File: config.mk
export PLATFORM = sky130hd
export DESIGN_NAME = boost_gain_timer
export DESIGN_NICKNAME = d
export VERILOG_FILES = /design/src/rtl/bgt_pkg.sv /design/src/rtl/bgt_edge_detect.sv /design/src/rtl/bgt_window_counter.sv /design/src/rtl/boost_gain_timer.sv
export SDC_FILE = /design/constraint.sdc
export NUM_CORES = 1
export LEC_CHECK = 0
export CAP_MARGIN = 10
export CORE_MARGIN = 5
export CORE_UTILIZATION = 25
export CTS_BUF_LIST = sky130_fd_sc_hd__clkbuf_4 sky130_fd_sc_hd__clkbuf_8 sky130_fd_sc_hd__clkbuf_16
export DETAILED_ROUTE_END_ITERATION = 12
export PLACE_DENSITY = 0.58
export SLEW_MARGIN = 20
export SYNTH_ARGS = -nofsm -noshare
export SYNTH_HDL_FRONTEND = slang
export SYNTH_SLANG_ARGS = --single-unit
File: constraint.sdc
create_clock -name clk -period 1.6 [get_ports clk]
set_input_delay 0.16 -clock clk [delete_from_list [all_inputs] [get_ports clk]]
set_output_delay 0.16 -clock clk [all_outputs]
set_load 0.1 [all_outputs]
File: src/rtl/bgt_pkg.sv
package bgt_pkg;

    typedef enum logic {
        EDGE_RISE = 1'b0,
        EDGE_FALL = 1'b1
    } edge_kind_e;

endpackage

File: src/rtl/bgt_edge_detect.sv
module bgt_edge_detect #(
    parameter bgt_pkg::edge_kind_e KIND       = bgt_pkg::EDGE_RISE,
    parameter logic                IDLE_LEVEL = 1'b0
) (
    input  logic clk,
    input  logic rst_n,
    input  logic sig_i,
    output logic evt_o
);
    typedef struct packed {
        logic prev;
    } edge_state_t;

    edge_state_t st_d, st_q;

    always_comb begin
        st_d      = st_q;
        st_d.prev = sig_i;
    end

    always_ff @(posedge clk or negedge rst_n) begin
        if (!rst_n) st_q.prev <= IDLE_LEVEL;
        else        st_q      <= st_d;
    end

    generate
        if (KIND == bgt_pkg::EDGE_RISE) begin : g_rise
            assign evt_o = sig_i & ~st_q.prev;
        end else begin : g_fall
            assign evt_o = ~sig_i & st_q.prev;
        end
    endgenerate
endmodule

File: src/rtl/bgt_window_counter.sv
module bgt_window_counter #(
    parameter int W = 3
) (
    input  logic         clk,
    input  logic         rst_n,
    input  logic         clear_i,
    input  logic         load_i,
    input  logic [W-1:0] load_val_i,
    input  logic         step_i,
    output logic         active_next_o
);
    localparam logic [W-1:0] ZERO = '0;
    localparam logic [W-1:0] ONE  = W'(1);

    typedef struct packed {
        logic [W-1:0] remain;
    } win_state_t;

    win_state_t st_d, st_q;

    always_comb begin
        st_d = st_q;
        if (clear_i) begin
            st_d.remain = ZERO;
        end else if (load_i) begin
            st_d.remain = load_val_i;
        end else if (step_i && st_q.remain != ZERO) begin
            st_d.remain = st_q.remain - ONE;
        end
    end

    assign active_next_o = (st_d.remain != ZERO);

    always_ff @(posedge clk or negedge rst_n) begin
        if (!rst_n) st_q.remain <= ZERO;
        else        st_q        <= st_d;
    end
endmodule

File: src/rtl/boost_gain_timer.sv
module boost_gain_timer #(
    parameter int PERIOD_W = 3
) (
    input  logic                clk,
    input  logic                rst_n,
    input  logic                pwr_down,
    input  logic                sel_n,
    input  logic                ob_pulse,
    input  logic [PERIOD_W-1:0] period,
    input  logic                force_high,
    output logic                high_gain
);
    typedef struct packed {
        logic hg;
    } top_state_t;

    top_state_t st_d, st_q;
    logic access_evt;
    logic ob_fall_evt;
    logic win_active_next;

    bgt_edge_detect #(
        .KIND      (bgt_pkg::EDGE_RISE),
        .IDLE_LEVEL(1'b1)
    ) u_sel_edge (
        .clk  (clk),
        .rst_n(rst_n),
        .sig_i(sel_n),
        .evt_o(access_evt)
    );

    bgt_edge_detect #(
        .KIND      (bgt_pkg::EDGE_FALL),
        .IDLE_LEVEL(1'b0)
    ) u_ob_edge (
        .clk  (clk),
        .rst_n(rst_n),
        .sig_i(ob_pulse),
        .evt_o(ob_fall_evt)
    );

    bgt_window_counter #(
        .W(PERIOD_W)
    ) u_window (
        .clk          (clk),
        .rst_n        (rst_n),
        .clear_i      (pwr_down),
        .load_i       (access_evt),
        .load_val_i   (period),
        .step_i       (ob_fall_evt),
        .active_next_o(win_active_next)
    );

    always_comb begin
        st_d    = st_q;
        st_d.hg = ~pwr_down & (force_high | win_active_next);
    end

    always_ff @(posedge clk or negedge rst_n) begin
        if (!rst_n) st_q.hg <= 1'b0;
        else        st_q    <= st_d;
    end

    assign high_gain = st_q.hg;
endmodule

Word-level counts from Yosys, hierarchy flattened. Cells that the tools add are included.

Logic and storage cells: 18. Output and inout bits: 1. Flip-flop bits (word level): 6.

$add $sub $neg: 1. Reductions and logical operators: 3. Bitwise logic cells: 7. Muxes and demuxes: 3.

Operator list (count): two-way mux 3 bit (3); nonzero test 3 bit (2); bitwise AND 1 bit (3); inverter 1 bit (3); subtractor 3 x 1 -> 3 bit, second input constant (1); logical AND 1 bit (1); OR 1 bit (1).

Logic depth before layout (Yosys ltp). Gate-level depths: netlist (run 1).

Word-level depth: 9. Depth in mapped cells: 6. Gate-level depth less buffers: 6.

Cells and area by module. From an unflattened synthesis (run 1), not the netlist that was laid out.

Cell total of the unflattened synthesis: 34. Area, all modules: 347.8 sq um.

Modules (own cells, without submodules): bgt_window_counter (cells an instance 28, area each 234.0 sq um, times used 1); bgt_edge_detect (u_sel_edge) (cells an instance 2, area each 40.0 sq um, times used 1); bgt_edge_detect (u_ob_edge) (cells an instance 2, area each 38.8 sq um, times used 1); boost_gain_timer (cells an instance 2, area each 35.0 sq um, times used 1).

Worst setup path before layout (run 1). No wires, ideal clock.

Path type: register -> register. From: register u_window.st_q[0] (netlist name). To: register st_q (netlist: high_gain). Path slack: 14 ps. Period minus slack after synthesis: 1586 ps. Cell stages (with the launch flop): 7. Path buffers: 0. Data arrival time: 1456 ps. Path through: dfrtp_1 > inv_1 > ha_1 > nand2b_4 > and2_4 > o221a_1 > o41a_1.

Word-level cells in the longest chain between the ends: 8. Elaborated cells between the ends (all ways): 9. Classes of those cells: add/sub (1); mux (3); bitwise (2); reduce/logical (3).

RTL lines: start: declaration (line bgt_window_counter.sv:19) `win_state_t st_d, st_q;`; start signal: assignment (line bgt_window_counter.sv:36) `else st_q <= st_d;`; branches (longest 2 deep; another with subtractor 3 x 1 -> 3 bit); two-way mux 3 bit * (line bgt_window_counter.sv:27) `end else if (step_i && st_q.remain != ZERO) begin`; two-way mux 3 bit * (line bgt_window_counter.sv:25) `end else if (load_i) begin`; two-way mux 3 bit * (line bgt_window_counter.sv:23) `if (clear_i) begin`; nonzero test 3 bit * (line bgt_window_counter.sv:32) `assign active_next_o = (st_d.remain != ZERO);`; OR 1 bit * (line boost_gain_timer.sv:56) `st_d.hg = ~pwr_down & (force_high | win_active_next);`; bitwise AND 1 bit * (line boost_gain_timer.sv:56); named net st_d (line boost_gain_timer.sv:17) `top_state_t st_d, st_q;`; end signal: assignment (line boost_gain_timer.sv:61) `else st_q <= st_d;`; end: declaration (line boost_gain_timer.sv:17).

Mark *: on every way through the listed nets, which the timed path passes.

Worst setup path after layout (run 1). Same ends and word-level chain as after synthesis.

==> reports/metrics.cfg, run 1 <==
[timing]
clock-skew-final_ns = 0.00872
finalSetupViolations = 1
max_freq_ghz = 0.622
finalWorstSetupSlack_ns = -0.00808
setup_tns_ns = -0.00808
rsz0062_at_grt = true
drv_slew = 0
fin_crit_sh_pct = 101
whs_ns = 0.147
worstMarginPinSlew_ns = 0.284
finalHoldViolCount = 0
post-route-min-period_ns = 1.61
slew_headroom_pct = 81.1

[setup_path]
critical_path.top_delay_family = compound AO/OA/AOI/OAI gates
arrival_ns = 1.74
startpoint_type = flip-flop
cp_slowest_stage_delay_ns = 0.41
cp_max_fo = 3
cpMaxStageDelayCell = o41a_1
cp.required_ns = 1.73
path_cells = inv_2, ha_4, nand2b_4, and2_4, o221a_1, o41a_1
critPathCaptureType = flip-flop
path_buf_inv = 1
cp.depth = 6
worstSetupPathType = flip-flop to flip-flop
r2r_cells = 6

[grt]
antenna_found_initial = 0
grtUsageTotal_pct = 7.98
grt_remaining_overflow = 0
grt_pass1_wl_mm = 1.17
grt_pass1_vias = 302
grt_max_degree = 8

[floorplanning]
chipHeight_um = 47.4
rows = 13
io_pins = 10
die-area_sq_um = 2240
fp.dieW_um = 47.4
initial_utilization_pct = 26.5
core_area_sq_um = 1320

[cells_and_area]
layout-drive-gt1-share_pct = 41.7
nFillCells = 136
finalNetCount = 60
area_growth_syn_to_layout_pct = 56.3
antenna_cells = 0

[power]
switching_share_pct = 26.9
p_switching_mw = 0.129
p_int_mw = 0.352
clkPwrFrac_pct = 35.0
combPwrFrac_pct = 29.1
total_leakage_power_nw = 0.235
powerDensity_nw_per_um2 = 883
seq_power_share_pct = 36.0
ir_drop_uv = 373

[logic_synthesis]
synthesis.nets = 42
ys_seq_area_share_pct = 43.4
ys_seq_elements = 6
ys_types = 20
syn_area_sq_um = 349
synthCells = 31
yosysWarningCount = 0
synth_area_per_cell_sq_um = 11.3

[placed_design]
hpwl_um = 585
gp_congestion = 0.667
portBuffers = 9

[run]
max-cap-violations = 0

[clocking]
cts_tree = built
clk_latency_ns = 0.25
cts_buffer_depth = 2
numCtsBuffers = 3
path_clk_slew_ns = 0.05
clock-sinks = 6
htreeDepth = 1
cts-root-buf = clkbuf_4

[drt]
drtPass1Iterations = 1
vias_per_cell = 4.56
drtIter0Drc = 0
routedWlPerCell_um = 11.1
routed_wl_um = 699
dr_total_vias = 287
antenna_left = 0
drt_drc_violations_left = 0

[hold_path]
hold_path.class = input pin to asynchronous set/reset pin

[run_status]
status = finished with violations
violations = negative setup slack

[flip-flops by register name (all words and copies together) (netlist names)]
signal	cells
u_window.st_q	3
u_ob_edge.st_q	1
u_sel_edge.st_q	1
high_gain	1
[power groups by stage]
stage | clock network (mW) | registers [mW] | logic [mW]
2_1_floorplan | 0 | 0.190 | 0.0564
3_3_place_gp | 0 | 0.174 | 0.130
3_5_place_dp | 0 | 0.174 | 0.130
4_1_cts | 0.177 | 0.173 | 0.141
5_1_grt | 0.191 | 0.174 | 0.151
6_report | 0.168 | 0.173 | 0.140
[layer usage]
layer,vias up,wire length (um),track usage (%)
li1,143,-,-
met1,133,284,8.53
met2,9,349,12.6
met3,2,50,2.68
met4,0,14,6.63
met5,-,0,0
[cell type report]
cell class                 instances  area, sq um  area share (%)
tap                               15         18.8            3.44
timing repair buffer              14          138            25.2
clock buffer                       4         30.0            5.50
inverter                           3         11.3            2.06
multi-input combinational         21          196            36.0
sequential                         6          151            27.8
[repair_timing]
action | 4_1_cts | 5_1_grt
endpoints found under the setup margin | 1 | 1
resized for setup | 4 | 1
hold buffers | 0 | 0
setup buffers | 1 | 0
cloned | 0 | 0
pin swaps | 2 | 0
[metrics by stage]
stage | cells | power, mW | instance area, sq um | utilization (%) | setup slack [ns]
4_1_cts | 63 | 0.491 | 543 | 41.2 | 0.000773
3_5_place_dp | 58 | 0.305 | 493 | 37.4 | -0.0930
6_report | 63 | 0.482 | 546 | 41.4 | -0.00808
2_1_floorplan | 31 | 0.246 | 349 | - | 0.0142
5_1_grt | 63 | 0.516 | 546 | 41.4 | -0.0865
3_3_place_gp | 58 | 0.304 | 493 | 37.4 | -0.0689
[Yosys cell counts]
cell	number	share of area [%]
or3_1	1	1.8
nand2_1	3	3.2
nor2b_1	1	1.8
nand4_1	2	3.6
o41a_1	1	3.2
dfrtp_1	5	36
dfstp_2	1	7.5
nor2_1	2	2.2
ha_1	2	7.2
nand3b_4	1	5.7
and2_4	1	2.5
o221a_1	1	3.2
o221ai_2	1	4.3
inv_1	3	3.2
nand3_1	1	1.4
and2_1	1	1.8
nand2b_4	1	3.9
a311oi_2	1	4.3
buf_2	1	1.4
nand2b_1	1	1.8
[cell usage in the layout (no fill, tap or decap), drive strengths merged]
cell type / synthesis / layout
nand3: 1 / 1
nor2: 2 / 2
clkbuf: 0 / 4
clkdlybuf4s50: 0 / 8
ha: 2 / 2
o221ai: 1 / 1
inv: 3 / 3
dfstp: 1 / 1
a311oi: 1 / 1
dfrtp: 5 / 5
or3: 1 / 1
o221a: 1 / 1
o41a: 1 / 1
nand2: 3 / 3
nand2b: 2 / 2
and2: 2 / 2
buf: 1 / 6
nand4: 2 / 2
nor2b: 1 / 1
nand3b: 1 / 1
[path summary, 6_finish.rpt]
kind	end	slack [ns]	from
max in group asynchronous	u_sel_edge.st_q	1.18	rst_n
min reg2reg	u_window.st_q[2]	0.63	u_window.st_q[2]
min	high_gain	0.15	rst_n
max	high_gain	-0.008	u_window.st_q[0]
min in group clk	u_sel_edge.st_q	0.36	sel_n
max reg2reg	high_gain	-0.008	u_window.st_q[0]
[kinds of logic after synthesis]
kind of cell    count (synthesis)  share of synthesized area [%]
simple gates                   15                           29.8
flops                           6                           43.4
compound gates                  4                           15.1
buf+inv                         4                           4.66
fa+ha+maj                       2                           7.17
Note: power is estimated with default switching activity, not from simulation.
==> run 2: changes to the inputs <==
--- a/config.mk
+++ b/config.mk
@@ -6,11 +6,11 @@
 export NUM_CORES = 1
 export LEC_CHECK = 0
 export CAP_MARGIN = 10
-export CORE_MARGIN = 5
-export CORE_UTILIZATION = 25
+export CORE_AREA = 5 5 42 44
 export CTS_BUF_LIST = sky130_fd_sc_hd__clkbuf_4 sky130_fd_sc_hd__clkbuf_8 sky130_fd_sc_hd__clkbuf_16
 export DETAILED_ROUTE_END_ITERATION = 12
-export PLACE_DENSITY = 0.58
+export DIE_AREA = 0 0 47 49
+export PLACE_DENSITY = 0.5
 export SLEW_MARGIN = 20
 export SYNTH_ARGS = -nofsm -noshare
 export SYNTH_HDL_FRONTEND = slang
==> reports/metrics.cfg, run 2 (same netlist as run 1, synthesis figures left out) <==
[drt]
drtIter0Drc = 2  ; was 0
routedWlPerCell_um = 12.1  ; was 11.1 um
vias_per_cell = 4.78  ; was 4.56
routed_wl_um = 763  ; was 699 um
antenna_left = 0  ; unchanged
drt_drc_violations_left = 0  ; unchanged
drtPass1Iterations = 4  ; was 1
dr_total_vias = 301  ; was 287

[placed_design]
hpwl_um = 637  ; was 585 um
gp_congestion = 0.692  ; was 0.667
post-place-ws_ns = -0.119  ; was -0.0930 ns
portBuffers = 9  ; unchanged

[clocking]
path_clk_slew_ns = 0.05  ; about the same
clock-sinks = 6  ; unchanged
clk_latency_ns = 0.24  ; was 0.25 ns
cts_buffer_depth = 2  ; unchanged
htreeDepth = 1  ; unchanged
cts_tree = built  ; unchanged
cts-root-buf = clkbuf_4  ; unchanged
numCtsBuffers = 3  ; unchanged
cts_setup_buffers = 0  ; was 1
cts_hold_buf = 0  ; unchanged

[timing]
drv_slew = 0  ; unchanged
slew_headroom_pct = 78.5  ; was 81.1%
clock-skew-final_ns = 0.00236  ; was 0.00872 ns
setup_tns_ns = -0.0218  ; was -0.00808 ns
worstMarginPinSlew_ns = 0.323  ; was 0.284 ns
rsz0062_at_grt = true  ; unchanged
finalHoldViolCount = 0  ; unchanged
max_freq_ghz = 0.619  ; was 0.622 GHz
post-route-min-period_ns = 1.62  ; was 1.61 ns
fin_crit_sh_pct = 101  ; about the same
finalWorstSetupSlack_ns = -0.0160  ; was -0.00808 ns
finalSetupViolations = 2  ; was 1

[setup_path]
r2r_end = high_gain  ; unchanged
r2r-start = u_window.st_q[0]  ; unchanged
arrival_ns = 1.79  ; was 1.74 ns
path_buf_inv = 1  ; unchanged
cpMaxStageDelayCell = dfrtp_1  ; was o41a_1
critPathCaptureType = flip-flop  ; unchanged
cp_slowest_stage_delay_ns = 0.38  ; was 0.41 ns
path_cells = inv_2, ha_2, nand3b_4, or3_1, a311oi_2, o41a_1  ; was inv_2, ha_4, nand2b_4, and2_4, o221a_1, o41a_1
r2r_slack_ns = -0.02  ; was -0.008 ns
worstSetupPathType = flip-flop to flip-flop  ; unchanged
r2r_cells = 6  ; unchanged
cp_max_fo = 3  ; unchanged
startpoint_type = flip-flop  ; unchanged
cp.required_ns = 1.77  ; was 1.73 ns
critical_path.top_delay_family = compound AO/OA/AOI/OAI gates  ; unchanged

[floorplanning]
io_pins = 10  ; unchanged
die-area_sq_um = 2300  ; was 2240 sq um
chipHeight_um = 49  ; was 47.4 um
fp.dieW_um = 47  ; was 47.4 um
rows = 14  ; was 13
initial_utilization_pct = 24.9  ; was 26.5%
core_area_sq_um = 1400  ; was 1320 sq um

[run_status]
status = finished with violations  ; unchanged
violations = negative setup slack  ; unchanged

[grt]
antenna_found_initial = 0  ; unchanged
grt_pass1_vias = 305  ; was 302
grtUsageMet3_pct = 2.21  ; was 2.68%
grt_remaining_overflow = 0  ; unchanged
top_usage_layer = met2  ; unchanged
grtUsageTotal_pct = 8.49  ; was 7.98%
met1_usage_pct = 10.5  ; was 8.53%
grt_pass1_wl_mm = 1.39  ; was 1.17 mm
grt_max_degree = 8  ; unchanged
use_met2_pct = 12.4  ; was 12.6%

[run]
max-cap-violations = 0  ; unchanged

[cells_and_area]
fin_util_pct = 38.7  ; was 41.4%
largest_reg_flops = 3  ; unchanged
antenna_cells = 0  ; unchanged
nFillCells = 153  ; was 136
mostFrequentLayoutCell = clkdlybuf4s50_1  ; unchanged
regMostFlops = u_window.st_q  ; unchanged
mostFrequentLayoutCells = 8 x clkdlybuf4s50_1, 5 x dfrtp_1, 4 x clkbuf_4, 4 x buf_4, 3 x nand2_1  ; was 8 x clkdlybuf4s50_1, 5 x dfrtp_1, 5 x buf_4
area_growth_syn_to_layout_pct = 55.2  ; was 56.3%
finalNetCount = 59  ; was 60
layout-drive-gt1-share_pct = 42.6  ; was 41.7%

[hold_path]
hold_path.class = input pin to asynchronous set/reset pin  ; unchanged

[power]
powerDensity_nw_per_um2 = 878  ; was 883 nW/um^2
ir_drop_uv = 473  ; was 373 uV
total_leakage_power_nw = 0.231  ; was 0.235 nW
p_total_mw = 0.476  ; was 0.482 mW

[run 2: cell types whose count changed in the layout (fill, tap and decap cells not counted)]
cell      delta
nand2b_2     +1
buf_4        -1
nand2b_1     -1
[run 2: metrics by stage]
stage / hold WS, ns / area [sq um] / std cells
2_1_floorplan: -0.136 / 349 / 31
3_3_place_gp: 0.414 / 494 / 59
3_5_place_dp: 0.415 / 494 / 59
4_1_cts: 0.156 / 539 / 63
5_1_grt: 0.168 / 542 / 63
6_report: 0.158 / 542 / 63
[run 2: where the power goes]
| group | total, mW | internal (mW) | switching, mW | leakage (nW) |
|---|---|---|---|---|
| Clock | 0.164 | 0.111 | 0.0524 | 0.0184 |
| Sequential | 0.173 | 0.165 | 0.00804 | 0.0742 |
| Combinational | 0.139 | 0.0727 | 0.0664 | 0.139 |
[run 2: layout make-up]
class	instances	area [sq um]	area share (%)
Multi-Input combinational cell	21	199	36.7
Sequential cell	6	151	27.9
Timing Repair Buffer	13	130	24.0
Clock buffer	4	30.0	5.54
Tap cell	16	20.0	3.70
Inverter	3	11.3	2.08
[run 2: worst max-delay path by stage]
stage | startpoint | to | slack [ns] | cells past startpoint
5_1_grt | u_window.st_q[0] | high_gain | -0.1 | 6
6_report | u_window.st_q[0] | high_gain | -0.02 | 6
3_3_place_gp | u_window.st_q[0] | high_gain | -0.06 | 6
2_1_floorplan | u_window.st_q[0] | high_gain | 0.01 | 6
4_1_cts | u_window.st_q[0] | high_gain | -0.03 | 6
3_5_place_dp | u_window.st_q[0] | high_gain | -0.12 | 6
[run 2: metal layers]
layer	share of wire, %	up-vias
met5	0	-
met4	1.3	0
met3	10	4
met2	50	15
met1	39	139
li1	-	143
[run 2: timing repair]
item / 4_1_cts / 5_1_grt
setup endpoints to repair: 2 / 2
resized for setup: 5 / 1
pin swaps: 3 / 0
hold endpoints to repair: 0 / 0
[run 2: worst reg2reg max path: stages, from the launching register on]
cell,delay [ns]
dfrtp_1,0.38
inv_2,0.10
ha_2,0.20
nand3b_4,0.07
or3_1,0.32
a311oi_2,0.31
o41a_1,0.17
==> run 3: changes to the inputs <==
--- a/config.mk
+++ b/config.mk
@@ -10,7 +10,7 @@
 export CTS_BUF_LIST = sky130_fd_sc_hd__clkbuf_4 sky130_fd_sc_hd__clkbuf_8 sky130_fd_sc_hd__clkbuf_16
 export DETAILED_ROUTE_END_ITERATION = 12
 export DIE_AREA = 0 0 47 49
-export PLACE_DENSITY = 0.5
+export PLACE_DENSITY = 0.48
 export SLEW_MARGIN = 20
 export SYNTH_ARGS = -nofsm -noshare
 export SYNTH_HDL_FRONTEND = slang
==> constraint.sdc (replaced) <==
create_clock -name clk -period 1.8 [get_ports clk]
set_input_delay 0.18 -clock clk [delete_from_list [all_inputs] [get_ports clk]]
set_output_delay 0.18 -clock clk [all_outputs]
set_load 0.1 [all_outputs]
==> reports/metrics.cfg, run 3 (same netlist as run 1, synthesis figures left out) <==
[drt]
drtPass1Iterations = 2  ; was 4
dr_total_vias = 262  ; was 301
drtIter0Drc = 1  ; was 2
antenna_left = 0  ; unchanged
drt_drc_violations_left = 0  ; unchanged
routedWlPerCell_um = 10.9  ; was 12.1 um
routed_wl_um = 656  ; was 763 um
vias_per_cell = 4.37  ; was 4.78

[setup_path]
r2r-start = u_window.st_q[0]  ; unchanged
worstSetupPathType = flip-flop to flip-flop  ; unchanged
r2r_cells = 6  ; unchanged
cp_max_fo = 3  ; unchanged
cp.required_ns = 1.91  ; was 1.77 ns
r2r_end = high_gain  ; unchanged
startpoint_type = flip-flop  ; unchanged
arrival_ns = 1.78  ; was 1.79 ns
r2r_slack_ns = 0.13  ; was -0.02 ns
critPathCaptureType = flip-flop  ; unchanged

[floorplanning]
io_pins = 10  ; unchanged
initial_utilization_pct = 24.9  ; unchanged
chipHeight_um = 49  ; unchanged
fp.dieW_um = 47  ; unchanged
core_area_sq_um = 1400  ; unchanged
rows = 14  ; unchanged
die-area_sq_um = 2300  ; unchanged

[clocking]
cts_hold_buf = 0  ; unchanged
cts_tree = built  ; unchanged
path_clk_slew_ns = 0.05  ; about the same
cts-root-buf = clkbuf_4  ; unchanged
cts_buffer_depth = 2  ; unchanged
htreeDepth = 1  ; unchanged
clk_latency_ns = 0.24  ; about the same
cts_setup_buffers = 0  ; unchanged
cts-resized-gates = 0  ; was 5
clock-sinks = 6  ; unchanged
numCtsBuffers = 3  ; unchanged

[timing]
finalSetupViolations = 0  ; was 2
clock-skew-final_ns = 0.00443  ; was 0.00236 ns
rsz0062_at_grt = false  ; was true
worstMarginPinSlew_ns = 0.286  ; was 0.323 ns
slew_headroom_pct = 81.0  ; was 78.5%
finalHoldViolCount = 0  ; unchanged
max_freq_ghz = 0.598  ; was 0.619 GHz
drv_slew = 0  ; unchanged
fin_crit_sh_pct = 92.8  ; was 101%
post-route-min-period_ns = 1.67  ; was 1.62 ns
setup_tns_ns = 0  ; was -0.0218 ns

[placed_design]
hpwl_um = 585  ; was 637 um
portBuffers = 9  ; unchanged
dp_cells = 56  ; was 59
gp_congestion = 0.666  ; was 0.692

[grt]
grt_pass1_vias = 286  ; was 305
grt_max_degree = 8  ; unchanged
grtUsageTotal_pct = 7.08  ; was 8.49%
grt_remaining_overflow = 0  ; unchanged
grt_pass1_wl_mm = 1.17  ; was 1.39 mm
antenna_found_initial = 0  ; unchanged

[cells_and_area]
area_growth_syn_to_layout_pct = 40.1  ; was 55.2%
finalNetCount = 56  ; was 59
mostFrequentLayoutCell = clkdlybuf4s50_1  ; unchanged
stdcell_count = 60  ; was 63
regMostFlops = u_window.st_q  ; unchanged
nFillCells = 151  ; was 153
mostFrequentLayoutCells = 8 x clkdlybuf4s50_1, 5 x dfrtp_1, 4 x clkbuf_4  ; was 8 x clkdlybuf4s50_1, 5 x dfrtp_1, 4 x clkbuf_4, 4 x buf_4, 3 x nand2_1
final-seq-area_sq_um = 151  ; unchanged
antenna_cells = 0  ; unchanged
multiInputGateArea_sq_um = 181  ; was 199 sq um
largest_reg_flops = 3  ; unchanged
layout-drive-gt1-share_pct = 27.3  ; was 42.6%

[run_status]
status = finished clean  ; was finished with violations

[power]
p_total_mw = 0.396  ; was 0.476 mW
ir_drop_uv = 351  ; was 473 uV
powerDensity_nw_per_um2 = 809  ; was 878 nW/um^2
total_leakage_power_nw = 0.212  ; was 0.231 nW

[hold_path]
hold_path.class = input pin to asynchronous set/reset pin  ; unchanged

[run]
max-cap-violations = 0  ; unchanged

run 3: power by group:
part	internal (mW)	switching [mW]	total, mW
sequential	0.146	0.00487	0.151
clock	0.0988	0.0461	0.145
combinational	0.0468	0.0528	0.0997
run 3: stage by stage:
step           hold WS (ns)  worst slack [ns]  utilization [%]  cell area (sq um)
3_3_place_gp          0.431             0.133             32.8                459
5_1_grt               0.191            0.0366             34.9                489
4_1_cts               0.177             0.116             34.9                489
6_report              0.176             0.129             34.9                489
2_1_floorplan        -0.116             0.214                -                349
3_5_place_dp          0.441            0.0969             32.8                459
run 3: layout make-up:
cell class / instances / share of cell area (%)
Multi-Input combinational cell: 21 / 37.1
Sequential cell: 6 / 30.9
Timing Repair Buffer: 10 / 19.4
Clock buffer: 4 / 6.14
Tap cell: 16 / 4.09
Inverter: 3 / 2.30
run 3: worst max-delay path, stage by stage (launching register included):
cell and delay (ns):
dfrtp_1 0.37, inv_1 0.10, ha_1 0.22, nand2b_4 0.07, and2_4 0.16, o221a_1 0.23
o41a_1 0.40
run 3: routing by layer:
| metal | GRT usage [%] | vias up | wire [um] |
|---|---|---|---|
| met3 | 2.21 | 0 | 34 |
| met2 | 11.5 | 5 | 361 |
| li1 | - | 135 | - |
| met5 | 0 | - | 0 |
| met1 | 7.59 | 122 | 260 |
| met4 | 4.15 | 0 | 0 |
run 3: worst max path at each step:
stage,from,endpoint,slack [ns],cells after the start
CTS,u_window.st_q[0],high_gain,0.12,6
floorplan,u_window.st_q[0],high_gain,0.21,6
detailed placement,sel_n,high_gain,0.1,5
finish,u_window.st_q[0],high_gain,0.13,6
global placement,ob_pulse,high_gain,0.13,5
global route,u_window.st_q[0],high_gain,0.04,6
